`src/rtl/lrd_pkg.sv`:
```
package lrd_pkg;
   typedef enum logic [2:0] {
      RQ_IMM  = 3'b000,
      RQ_ISO  = 3'b001,
      RQ_PRI  = 3'b010,
      RQ_FAIR = 3'b011,
      RQ_RD   = 3'b100,
      RQ_WR   = 3'b101,
      RQ_ACC  = 3'b110,
      RQ_BAD  = 3'b111
   } req_kind_e;

   function automatic logic speed_ok(input logic [2:0] sp);
      return (sp == 3'b000) || (sp == 3'b010) || (sp == 3'b100);
   endfunction

   function automatic logic is_bus(input req_kind_e k);
      return k[2] == 1'b0;
   endfunction
endpackage

```
`src/rtl/lrd_deser.sv`:
```
module lrd_deser
   import lrd_pkg::*;
#(
   parameter int ADDR_W = 4,
   parameter int DATA_W = 8
) (
   input  logic              clk,
   input  logic              rst_n,
   input  logic              line,
   input  logic              rx_active,
   output logic              f_valid,
   output logic              f_err,
   output req_kind_e         f_kind,
   output logic [2:0]        f_speed,
   output logic [ADDR_W-1:0] f_addr,
   output logic [DATA_W-1:0] f_data,
   output logic              f_ctrl,
   output logic              f_rxhit
);
   localparam int SR_W    = ADDR_W + DATA_W;
   localparam int RD_LAST = ADDR_W + 4;
   localparam int WR_LAST = ADDR_W + DATA_W + 4;
   localparam int CNT_W   = $clog2(WR_LAST + 1);
   localparam logic [CNT_W-1:0] IDX_TYPE = CNT_W'(3);
   localparam logic [CNT_W-1:0] IDX_ACC  = CNT_W'(5);
   localparam logic [CNT_W-1:0] IDX_B7   = CNT_W'(6);
   localparam logic [CNT_W-1:0] IDX_B8   = CNT_W'(7);
   localparam logic [CNT_W-1:0] IDX_RD   = CNT_W'(RD_LAST);
   localparam logic [CNT_W-1:0] IDX_WR   = CNT_W'(WR_LAST);

   if (ADDR_W < 1 || DATA_W < 1 || SR_W < 3) begin : g_bad_width
      $error("lrd_deser: field widths too small");
   end

   logic              busy;
   logic [CNT_W-1:0]  idx;
   logic [SR_W-1:0]   sr;
   req_kind_e         kind;
   logic              rxh;
   logic [SR_W:0]     cur;
   logic              fin, bad;

   always_comb begin
      cur = {sr, line};
      fin = 1'b0;
      bad = 1'b0;
      if (busy) begin
         if (idx == IDX_TYPE) begin
            bad = (cur[2:0] == 3'b111);
         end else if (idx > IDX_TYPE) begin
            case (kind)
               RQ_IMM, RQ_ISO, RQ_PRI, RQ_FAIR: begin
                  if (idx == IDX_B7 && !line) fin = 1'b1;
                  else if (idx == IDX_B8) begin
                     fin = !line;
                     bad = line;
                  end
               end
               RQ_RD: if (idx == IDX_RD) begin
                  fin = !line;
                  bad = line;
               end
               RQ_WR: if (idx == IDX_WR) begin
                  fin = !line;
                  bad = line;
               end
               RQ_ACC: if (idx == IDX_ACC) begin
                  fin = !line;
                  bad = line;
               end
               default: bad = 1'b1;
            endcase
         end
      end
   end

   always_ff @(posedge clk) begin
      if (!rst_n) begin
         busy    <= 1'b0;
         idx     <= '0;
         sr      <= '0;
         kind    <= RQ_IMM;
         rxh     <= 1'b0;
         f_valid <= 1'b0;
         f_err   <= 1'b0;
         f_kind  <= RQ_IMM;
         f_speed <= '0;
         f_addr  <= '0;
         f_data  <= '0;
         f_ctrl  <= 1'b0;
         f_rxhit <= 1'b0;
      end else begin
         f_valid <= fin;
         f_err   <= bad;
         if (!busy) begin
            if (line) begin
               busy <= 1'b1;
               idx  <= CNT_W'(1);
               sr   <= '0;
               rxh  <= rx_active;
            end
         end else begin
            sr  <= cur[SR_W-1:0];
            idx <= idx + CNT_W'(1);
            rxh <= rxh | rx_active;
            if (idx == IDX_TYPE) kind <= req_kind_e'(cur[2:0]);
            if (fin || bad) busy <= 1'b0;
         end
         if (fin) begin
            f_kind  <= kind;
            f_speed <= (idx == IDX_B7) ? cur[2:0] : cur[3:1];
            f_addr  <= (kind == RQ_WR) ? cur[SR_W:DATA_W+1] : cur[ADDR_W:1];
            f_data  <= cur[DATA_W:1];
            f_ctrl  <= cur[1];
            f_rxhit <= rxh | rx_active;
         end
      end
   end
endmodule

```
`src/rtl/lrd_bus_track.sv`:
```
module lrd_bus_track
   import lrd_pkg::*;
(
   input  logic       clk,
   input  logic       rst_n,
   input  logic       f_valid,
   input  req_kind_e  f_kind,
   input  logic [2:0] f_speed,
   input  logic       f_rxhit,
   input  logic       rx_active,
   input  logic       bus_won,
   input  logic       bus_lost,
   input  logic       bus_reset,
   output logic       pend,
   output logic [1:0] kind,
   output logic [2:0] speed,
   output logic       null_pkt
);
   logic null_r;
   logic rx_block;

   assign rx_block = f_kind[1] && (f_rxhit || rx_active);
   assign null_pkt = pend && null_r;

   always_ff @(posedge clk) begin
      if (!rst_n) begin
         pend   <= 1'b0;
         kind   <= 2'b00;
         speed  <= 3'b000;
         null_r <= 1'b0;
      end else if (bus_reset) begin
         pend <= 1'b0;
      end else if (pend) begin
         if (bus_won) pend <= 1'b0;
         else if (bus_lost && kind != RQ_ISO[1:0]) pend <= 1'b0;
         else if (rx_active && kind[1]) pend <= 1'b0;
      end else if (f_valid && is_bus(f_kind) && !rx_block) begin
         pend   <= 1'b1;
         kind   <= f_kind[1:0];
         speed  <= f_speed;
         null_r <= !speed_ok(f_speed);
      end
   end
endmodule

```
`src/rtl/lrd_regs.sv`:
```
module lrd_regs #(
   parameter int ADDR_W = 4,
   parameter int DATA_W = 8
) (
   input  logic              clk,
   input  logic              rst_n,
   input  logic              wr_en,
   input  logic              rd_en,
   input  logic [ADDR_W-1:0] addr,
   input  logic [DATA_W-1:0] wdata,
   input  logic              stat_done,
   output logic              stat_pend,
   output logic [ADDR_W-1:0] stat_addr,
   output logic [DATA_W-1:0] stat_data
);
   localparam int DEPTH = 1 << ADDR_W;

   if (DEPTH > 4096) begin : g_bad_depth
      $error("lrd_regs: register file too deep");
   end

   logic [DATA_W-1:0] mem [DEPTH];

   for (genvar g = 0; g < DEPTH; g++) begin : g_entry
      always_ff @(posedge clk) begin
         if (!rst_n) mem[g] <= '0;
         else if (wr_en && addr == ADDR_W'(g)) mem[g] <= wdata;
      end
   end

   always_ff @(posedge clk) begin
      if (!rst_n) begin
         stat_pend <= 1'b0;
         stat_addr <= '0;
      end else if (stat_done) begin
         stat_pend <= 1'b0;
      end else if (rd_en && !stat_pend) begin
         stat_pend <= 1'b1;
         stat_addr <= addr;
      end
   end

   assign stat_data = mem[stat_addr];
endmodule

```
`src/rtl/linkreq_decoder.sv`:
```
module linkreq_decoder
   import lrd_pkg::*;
#(
   parameter int ADDR_W = 4,
   parameter int DATA_W = 8
) (
   input  logic              clk,
   input  logic              rst_n,
   input  logic              req_line,
   input  logic [1:0]        ctl_state,
   input  logic              bus_won,
   input  logic              bus_lost,
   input  logic              bus_reset,
   input  logic              eaa_cfg,
   input  logic              stat_done,
   output logic              bus_pend,
   output logic [1:0]        bus_kind,
   output logic [2:0]        bus_speed,
   output logic              null_pkt,
   output logic              stat_pend,
   output logic [ADDR_W-1:0] stat_addr,
   output logic [DATA_W-1:0] stat_data,
   output logic              accel_en,
   output logic              frame_err
);
   logic              rx_active;
   logic              f_valid, f_ctrl, f_rxhit;
   req_kind_e         f_kind;
   logic [2:0]        f_speed;
   logic [ADDR_W-1:0] f_addr;
   logic [DATA_W-1:0] f_data;

   assign rx_active = (ctl_state == 2'b10);

   lrd_deser #(.ADDR_W(ADDR_W), .DATA_W(DATA_W)) i_deser (
      .clk(clk), .rst_n(rst_n), .line(req_line), .rx_active(rx_active),
      .f_valid(f_valid), .f_err(frame_err), .f_kind(f_kind), .f_speed(f_speed),
      .f_addr(f_addr), .f_data(f_data), .f_ctrl(f_ctrl), .f_rxhit(f_rxhit)
   );

   lrd_bus_track i_track (
      .clk(clk), .rst_n(rst_n), .f_valid(f_valid), .f_kind(f_kind),
      .f_speed(f_speed), .f_rxhit(f_rxhit), .rx_active(rx_active),
      .bus_won(bus_won), .bus_lost(bus_lost), .bus_reset(bus_reset),
      .pend(bus_pend), .kind(bus_kind), .speed(bus_speed), .null_pkt(null_pkt)
   );

   lrd_regs #(.ADDR_W(ADDR_W), .DATA_W(DATA_W)) i_regs (
      .clk(clk), .rst_n(rst_n),
      .wr_en(f_valid && f_kind == RQ_WR), .rd_en(f_valid && f_kind == RQ_RD),
      .addr(f_addr), .wdata(f_data), .stat_done(stat_done),
      .stat_pend(stat_pend), .stat_addr(stat_addr), .stat_data(stat_data)
   );

   always_ff @(posedge clk) begin
      if (!rst_n) begin
         accel_en <= 1'b0;
      end else begin
         if (f_valid && f_kind == RQ_ACC) accel_en <= f_ctrl;
         if (eaa_cfg && (bus_reset || (f_valid && f_kind == RQ_ISO))) accel_en <= 1'b1;
      end
   end
endmodule

```
`config.mk`:
```
export PLATFORM = sky130hd
export DESIGN_NAME = linkreq_decoder
export DESIGN_NICKNAME = d
export VERILOG_FILES = /design/src/rtl/lrd_pkg.sv /design/src/rtl/lrd_deser.sv /design/src/rtl/lrd_bus_track.sv /design/src/rtl/lrd_regs.sv /design/src/rtl/linkreq_decoder.sv
export SDC_FILE = /design/constraint.sdc
export NUM_CORES = 1
export LEC_CHECK = 0
export BUFFER_PORTS_ARGS = -buffer_cell sky130_fd_sc_hd__buf_2
export CAP_MARGIN = 20
export CORE_MARGIN = 3
export CORE_UTILIZATION = 29
export CTS_CLUSTER_SIZE = 20
export DETAILED_ROUTE_END_ITERATION = 12
export GPL_TIMING_DRIVEN = 0
export SETUP_SLACK_MARGIN = 0.4
export SLEW_MARGIN = 20
export SYNTH_ARGS = -nofsm -noshare
export SYNTH_HDL_FRONTEND = slang
export SYNTH_SLANG_ARGS = --single-unit
export TNS_END_PERCENT = 1
```
`constraint.sdc`:
```
create_clock -name clk -period 2.17 [get_ports clk]
set_input_delay 0.217 -clock clk [delete_from_list [all_inputs] [get_ports clk]]
set_output_delay 0.217 -clock clk [all_outputs]
set_load 0.01 [all_outputs]
```
## Yosys cells after proc, flatten, opt, wreduce, memory -nomap -nowiden

Memory sizes are Yosys's and may differ from the RTL's. A register that Yosys moved wholly into a read port is not among the register bits.
Cells that the tools add are included.

- Flip-flop bits (word level): 57
- Memory bits (writable): 128
- Input port bits: 10
- Output and inout bits: 22
- Logic and storage cells: 233
- Memories kept: 1

- Add/sub/neg operators: 1
- $lt $le $gt $ge: 1
- Equal/unequal tests: 36
- Multiplexer cells: 103
- Bitwise operators: 22
- Reduce and logical (&&, ||, !) cells: 49

Memories:

| memory | words | width | rd ports | clocked after memory_dff | wr ports | line | text |
|---|---|---|---|---|---|---|---|
| i_regs.mem | 16 | 8 | 1 | 1 | 16 | lrd_regs.sv:22 | `logic [DATA_W-1:0] mem [DEPTH];` |

Operators by type and width:

| kind | count |
|---|---|
| $mux W8 | 16 |
| $mux W1 | 77 |
| $eq A4 B4 Y1 const B | 8 |
| $logic_and A1 B1 Y1 | 29 |
| $eq A3 B3 Y1 const B | 8 |
| $mux W12 | 2 |
| $or A1 B1 Y1 | 17 |
| $eq A4 B3 Y1 const B | 4 |
| $eq A5 B3 Y1 const B | 3 |
| $mux W4 | 3 |
| $mux W5 | 2 |
| $eq A3 B2 Y1 const B | 3 |
| $eq A4 B2 Y1 const B | 2 |
| $pmux W1 S4 | 2 |
| $eq A3 B1 Y1 const B | 2 |
| $logic_not A3 Y1 | 2 |
| $add A5 B1 Y5 const B | 1 |
| $eq A5 B2 Y1 const B | 1 |
| $eq A5 B4 Y1 const B | 1 |
| $eq A5 B5 Y1 const B | 1 |
| $gt A5 B2 Y1 const B | 1 |
| $logic_or A1 B1 Y1 | 5 |
| $not A1 Y1 | 5 |
| $eq A4 B1 Y1 const B | 1 |
| 10 further kinds | 16 |

## Logic depth before layout (Yosys ltp)

Gate-level depths: netlist of run 1.

- Word-level depth: 10
- Depth in mapped cells: 7
- Gate-level depth less buffers: 6

## Cells and area by module

From an unflattened synthesis of run 1, not the netlist that was laid out.

- Cell total of the unflattened synthesis: 680
- Area, all modules: 8683.3 µm²

By module, submodules not included:

| module | instances | cells an instance | area an instance (µm²) | seq. area each (µm²) |
|---|---|---|---|---|
| lrd_regs | 1 | 405 | 6224.7 | 4023.9 |
| lrd_deser | 1 | 227 | 2038.2 | 860.8 |
| lrd_bus_track | 1 | 38 | 334.1 | 140.1 |
| linkreq_decoder | 1 | 10 | 86.3 | 20.0 |

## Worst setup path before layout of run 1

OpenSTA, ideal clock, no wires.

- Path type: reg2reg
- From: register i_deser.f_kind[1]
- To: memory i_regs.mem[13][0], enable pin
- Setup time: 384 ps
- Arrival: 1818 ps
- Data required time: 1786 ps
- Setup slack: -32 ps
- Cell stages (with the launch flop): 5
- Buffers on the path: 2
- Clock period less this slack: 2202 ps
- Cell sequence: dfxtp_1 -> clkbuf_1 -> or4b_1 -> clkbuf_1 -> o21ai_0

RTL lines:

| item | line | text |
|---|---|---|
| start: declaration | lrd_deser.sv:13 | `output req_kind_e f_kind,` |
| start signal: assignment | lrd_deser.sv:110 | `f_kind <= kind;` |
| end: declaration | lrd_regs.sv:22 |  |

==> impl_metrics.toml, run 1 <==
[global_route]
grt_use_total_pct = 13.2
top_usage_layer = "met2"
grt_overflow_total = 0
met2_usage_pct = 22.5
antenna_found_initial = 0
grtUsageMet3_pct = 2.74
grt_first_pass_wirelength_um = 31400
grt_start_max_net_pins = 23
use_met1_pct = 17.1
grt_pass1_vias = 5391

[clock_network]
clk_pin_slew_worst_paths_ns = 0.07
cts_tree = "yes"
htree_num_levels = 4
cts-buffers-inserted = 17
root_buffer = "clkbuf_16"
cts_sinks = 188
cts_buffer_depth = 2
clk_latency_ns = 0.44

[routing]
dr.pass1.iters = 5
vias = 5217
viasPerCell = 4.72
final_antenna_net_count = 0
drc = 0
drt_wl_total_um = 19900
drt-initial-drc-count = 434
post_drt_wl_per_cell_um = 18.0

[setup_path]
r2r_slack_ns = -0.04
worstSetupPathType = "register to output pin"
crit_family = "multiplexers"
cp.arrival_ns = 2.29
required_ns = 1.95
max_stage_delay_ns = 0.55
r2r_end = "i_regs.mem[0][3]"
path_buf_inv = 3
crit_fanout = 6
slowest_stage = "mux4_2"
r2r_start = "i_deser.f_kind[1]"
worstPathCellList = "buf_12, buf_12, mux4_2, mux4_2, buf_2"
start_kind = "register"
rr_worst_depth = 4
crit_path_end_kind = "output pin"

[placed_design]
gp_congestion = 0.783
post-place-ws_ns = -0.349
hpwl_um = 13800
portBuffers = 30

[final_layout]
syn2layout_area_growth_pct = 20.4
fin_nets = 721
post-route-util_pct = 35.5
layout_commonest_cell = "and2_1"
n_antenna_cell = 0
final_cell_mix = "and2_1 (131), edfxtp_1 (128), dfxtp_1 (53)"
drive_above_1_share_pct = 24.5

[yosys]
muxShareOfSynthArea_pct = 13.9
yosys_warnings = 0
yosys.area_share.simple_pct = 18.2
seq_area_frac_synth_pct = 59.2
synth-xor-area-share_pct = 0
synth-seq-cells = 188
synth_top_family_by_area = "simple AND/OR/NAND/NOR gates"
yosys_most_used_dff = "edfxtp_1"
synth.avg_cell_area_um2 = 13.0
synth_adder_area_share_pct = 0.294
synth_cells = 653
syn_area_um2 = 8520
syn_nets = 665
synth_compound_area_share_pct = 5.64
yosys.cell_types.count = 51
synth_edf_count = 128
synth_async_sr_flop_share_pct = 0

[outcome]
status = "finished with violations"
violations = "negative setup slack"

[power]
power_mw = 7.50
vdd_drop_max_uv = 421
p_per_area_nw_per_um2 = 732
leakagePower_nw = 3.49

[timing]
setup_viol = 16
finalHoldViolCount = 0
period_share_pct = 116
finalClockSkew_ns = 0.0200
maxSlewHeadroom_pct = 32.9
timing.setup.tns_ns = -2.88
hold_slack_ns = 0.0490
setup_slack_ns = -0.338
tightest_slew_ns = 1.01
drv_slew = 0
period_needed_ns = 2.51
max_freq_mhz = 399
rsz0062_at_grt = "yes"

[floorplanning]
fp-row-count = 62
fp.dieArea_um2 = 31500
io_pins = 32
dieWidth_um = 177
core_area_um2 = 28900
initial_core_util_pct = 29.5
die_y_um = 177

[worst_hold_path]
hold_start = "eaa_cfg"
whs_endpoint = "accel_en"
hp-class = "primary input to register"
min_path_cells = 3

[run]
cap_violations = 0
cells by family (layout without fill, tap and decap cells):
kind of cell	count (synthesis)	after routing
adders and majority gates	2	2
muxes	68	68
AOI/OAI and AO/OA	69	69
and+or+nand+nor	276	276
DFF	188	188
buffers and inverters	50	119
flip-flops by register name, indices dropped and copies added, names as in the netlist, 2 cells and up, named ones only:
register,flops
i_deser.f_data,8
i_deser.sr,12
i_regs.stat_addr,4
i_track.speed,3
i_deser.f_addr,4
i_deser.f_kind,3
i_regs.mem,128
i_track.kind,2
i_deser.kind,3
i_deser.idx,5
i_deser.f_speed,3
where the power goes:
part           switching (mW)  leakage, nW  internal, mW
sequential             0.0385         1.70          3.94
clock                    1.64        0.301          1.60
combinational           0.179         1.48         0.109
total                    1.86         3.49          5.64
stage by stage:
stage	instance area, µm²	instances
2_1_floorplan	8530	653
3_3_place_gp	9160	1067
3_5_place_dp	9170	1068
4_1_cts	10200	1106
5_1_grt	10300	1106
6_report	10300	1106
how the worst max path moves through the flow:
stage / depth (start not counted) / endpoint / from
after detailed placement: 4 / i_regs.mem[0][2] / i_deser.f_kind[1]
final: 5 / stat_data[2] / register
after floorplan: 4 / i_regs.mem[14][0] / i_deser.f_kind[0]
after global routing: 5 / stat_data[5] / register
after CTS: 5 / stat_data[5] / register
after global placement: 4 / i_regs.mem[2][2] / i_deser.f_kind[0]
cell usage after synthesis (5+ instances only):
cell type  count  area share, %
and2_1       132            9.7
edfxtp_1     128             45
dfxtp_1       60             14
nand2_1       43            1.9
nor2_1        41            1.8
mux4_2        40             11
mux2i_1       28            3.3
clkbuf_1      27            1.2
o21ai_0       21            1.2
a21oi_1       20            1.2
nor3b_1       13            1.1
buf_1          7           0.31
nand3_1        7           0.41
buf_2          6           0.35
nor3_1         6           0.35
buf_6          5           0.66
nand3b_1       5           0.44
or2_2          5           0.37
worst register-to-register path: stages (launching register included):
cell and delay, ns:
dfxtp_1 0.30, clkbuf_4 0.17, or4_1 0.51, clkbuf_1 0.30, o21ai_2 0.58
per-layer routing:
metal / vias to the layer above / part of all wire [%]
met5: - / 0
met4: 0 / 1.3
met3: 12 / 3.6
met2: 94 / 50
met1: 2606 / 45
li1: 2505 / -
area by class of cell:
class                           count  area [µm²]
Tap cell                          384         480
Multi-Input combinational cell    415        3460
Inverter                            4        15.0
Sequential cell                   188        5060
Clock inverter                     15         194
Timing Repair Buffer               37         298
Buffer                             46         320
Clock buffer                       17         425
Fill cell                        2821       18600
repair_timing:
action,4_1_cts,5_1_grt
setup buffers,2,0
setup endpoints to repair,286,283
pin swaps,19,19
gates cloned,2,0
resized for setup,74,24
hold endpoints to repair,2,0
hold buffers,2,0
Note: power is estimated with default switching activity, not from simulation.
==> inputs of run 2 (changes only) <==
--- a/config.mk
+++ b/config.mk
@@ -5,6 +5,7 @@
 export SDC_FILE = /design/constraint.sdc
 export NUM_CORES = 1
 export LEC_CHECK = 0
+export ABC_AREA = 1
 export BUFFER_PORTS_ARGS = -buffer_cell sky130_fd_sc_hd__buf_2
 export CAP_MARGIN = 20
 export CORE_MARGIN = 3
==> run 2 against run 1 <==
Compared with the run above: the run still ends with negative setup slack left; largest cell class unchanged; die area decreased by 2.5%; clock skew shrank 0.0087 ns; global-route usage grew 1.6 points.
==> impl_metrics.toml, run 2 <==
[global_route]
grt_pass1_vias = 6113
grt_first_pass_wirelength_um = 35100
top_usage_layer = "met2"
grt_overflow_total = 0
grt_start_max_net_pins = 19
antenna_found_initial = 0
grtUsageMet3_pct = 3.02
use_met1_pct = 21.0
met2_usage_pct = 22.4
grt_use_total_pct = 14.8

[power]
intPower_mw = 5.53
p_per_area_nw_per_um2 = 694
leakagePower_nw = 3.32
combPwrFrac_pct = 4.0
p_sw_share_pct = 23.8
seqPwrFrac_pct = 54.7
switchingPower_mw = 1.72
vdd_drop_max_uv = 324
pwr-share-clk_pct = 41.3

[yosys]
yosys.cell_types.count = 40
synth_edf_count = 128
synthTopCellsByCount = "nor2_1 (157), edfxtp_1 (128), nand2_1 (89)"
synth-seq-cells = 188
synth_top_area_share_pct = 46.3
post-synth-top-count-cell = "nor2_1"
yosys_warnings = 0
syn_area_um2 = 8300
yosys-top-cells-area = "edfxtp_1 (46%), dfxtp_1 (14%), nor2_1 (7.1%), a21oi_1 (4.6%), o21ai_0 (4.4%)"
syn_nets = 862
yosys_most_used_dff = "edfxtp_1"
synth_cells = 850
seq_area_frac_synth_pct = 60.8
synth_async_sr_flop_share_pct = 0
yosysTopAreaCell = "edfxtp_1"
synth.avg_cell_area_um2 = 9.76

[setup_path]
max_stage_delay_ns = 0.31
start_kind = "register"
path_buf_inv = 4
worstSetupPathType = "register to output pin"
crit_family = "buffers and inverters"
crit_path_end_kind = "output pin"
crit_top_cell = "buf_12"
cp.arrival_ns = 2.00
slowest_stage = "dfxtp_1"
worstPathCellList = "buf_6, buf_12, buf_12, mux2i_2, o211ai_1, nand3_1, nand2_1, buf_2"
crit_fanout = 10
required_ns = 1.95

[final_layout]
layout_commonest_cell = "edfxtp_1"
final_cell_mix = "edfxtp_1 (128), nor2_1 (88), nand2_1 (80)"
design_area_um2 = 10400
largest_register_ffs = 128
fin_cells = 1297
fin_nets = 918
n_antenna_cell = 0
reg_top3 = "i_regs.mem: 128 flops, i_deser.sr: 12 flops, i_deser.f_data: 8 flops"
syn2layout_area_growth_pct = 25.9
regMostFlops = "i_regs.mem"
drive_above_1_share_pct = 27.3

[clock_network]
htree_num_levels = 4
clk_pin_slew_worst_paths_ns = 0.07
cts_buffer_depth = 2
clk_latency_ns = 0.44
cts_sinks = 188
root_buffer = "clkbuf_16"
cts_tree = "yes"
cts-buffers-inserted = 17

[timing]
tightest_slew_ns = 1.26
finalClockSkew_ns = 0.0113
setup_viol = 5
max_freq_mhz = 451
finalHoldViolCount = 0
maxSlewHeadroom_pct = 15.7
period_share_pct = 102
drv_slew = 0
setup_slack_ns = -0.0474
rsz0062_at_grt = "yes"
period_needed_ns = 2.22

[placed_design]
hpwl_um = 15500
post-place-ws_ns = -0.426
gp_congestion = 0.939
dpl_cell_area_um2 = 8950
dpl.cell_count = 1262
portBuffers = 30

[worst_hold_path]
hp-class = "primary input to register"

[routing]
drc = 0
dr.pass1.iters = 5
post_drt_wl_per_cell_um = 17.8
final_antenna_net_count = 0
vias = 6460
drt-initial-drc-count = 612
drt_wl_total_um = 23100
viasPerCell = 4.98

[outcome]
violations = "negative setup slack"
status = "finished with violations"

[floorplanning]
fp-row-count = 61
dieWidth_um = 175
io_pins = 32
die_y_um = 175
core_area_um2 = 28000
initial_core_util_pct = 29.6
fp.dieArea_um2 = 30700

[run]
cap_violations = 0
-- run 2: area by class of cell --
type,count,area [µm²]
timing repair buffer,37,225
inverter,78,328
buffer,46,347
fill,2769,17600
multi-input combinational,538,3450
sequential,188,5070
tap,378,473
clock inverter,14,128
clock buffer,18,429
-- run 2: path summary, 6_finish.rpt --
path         cells after the start                to  slack [ns]         startpoint
max                              8      stat_data[5]       -0.05           register
min                              3          accel_en        0.04            eaa_cfg
max reg2reg                      6  i_regs.mem[7][0]        0.21  i_deser.f_kind[0]
min reg2reg                      2  i_track.speed[2]        0.47   i_track.speed[2]
-- run 2: worst register-to-register path: cells and delay by family (launching register included) --
kind | cells | cell delay [ns]
simple gates | 4 | 1.11
flops | 1 | 0.35
buf+inv | 2 | 0.36
-- run 2: timing repair --
| action | in CTS | in global routing |
|---|---|---|
| buffers inserted | 1 | 0 |
| endpoints found under the hold margin | 2 | 0 |
| resized for setup | 143 | 128 |
| hold buffers | 2 | 0 |
| pin swaps | 35 | 134 |
| setup endpoints to repair | 284 | 278 |
-- run 2: cell families after synthesis --
group | share of synthesized area, %
AO/OA/AOI/OAI | 13.6
XOR/XNOR | 0.106
adder cells (fa/ha/maj) | 0.302
buffers and inverters | 6.29
flip-flops | 60.8
multiplexers | 3.86
AND/OR/NAND/NOR | 15.1
-- run 2: metrics by stage --
step	hold WS [ns]	utilization, %	total power, mW	setup TNS (ns)
floorplan	0.289	-	4.19	0
global placement	0.409	31.8	4.28	-47.18
detailed placement	0.399	31.9	4.29	-28.16
CTS	0.0361	35.9	7.26	-0.0144
global route	0.0455	37.3	7.47	-0.489
finish	0.0405	37.3	7.25	-0.0939
-- run 2: metal layers --
| layer | vias to the layer above | wire length [µm] |
|---|---|---|
| li1 | 3048 | - |
| met1 | 3119 | 10400 |
| met2 | 243 | 10500 |
| met3 | 50 | 1460 |
| met4 | 0 | 681 |
| met5 | - | 0 |
-- run 2: power groups by stage --
| stage | clock network [mW] | registers [mW] | logic, mW |
|---|---|---|---|
| CTS | 3.02 | 3.97 | 0.277 |
| global route | 3.17 | 3.98 | 0.319 |
| floorplan | 0 | 4.03 | 0.153 |
| finish | 2.99 | 3.97 | 0.291 |
| detailed placement | 0 | 4.05 | 0.246 |
| global placement | 0 | 4.04 | 0.238 |
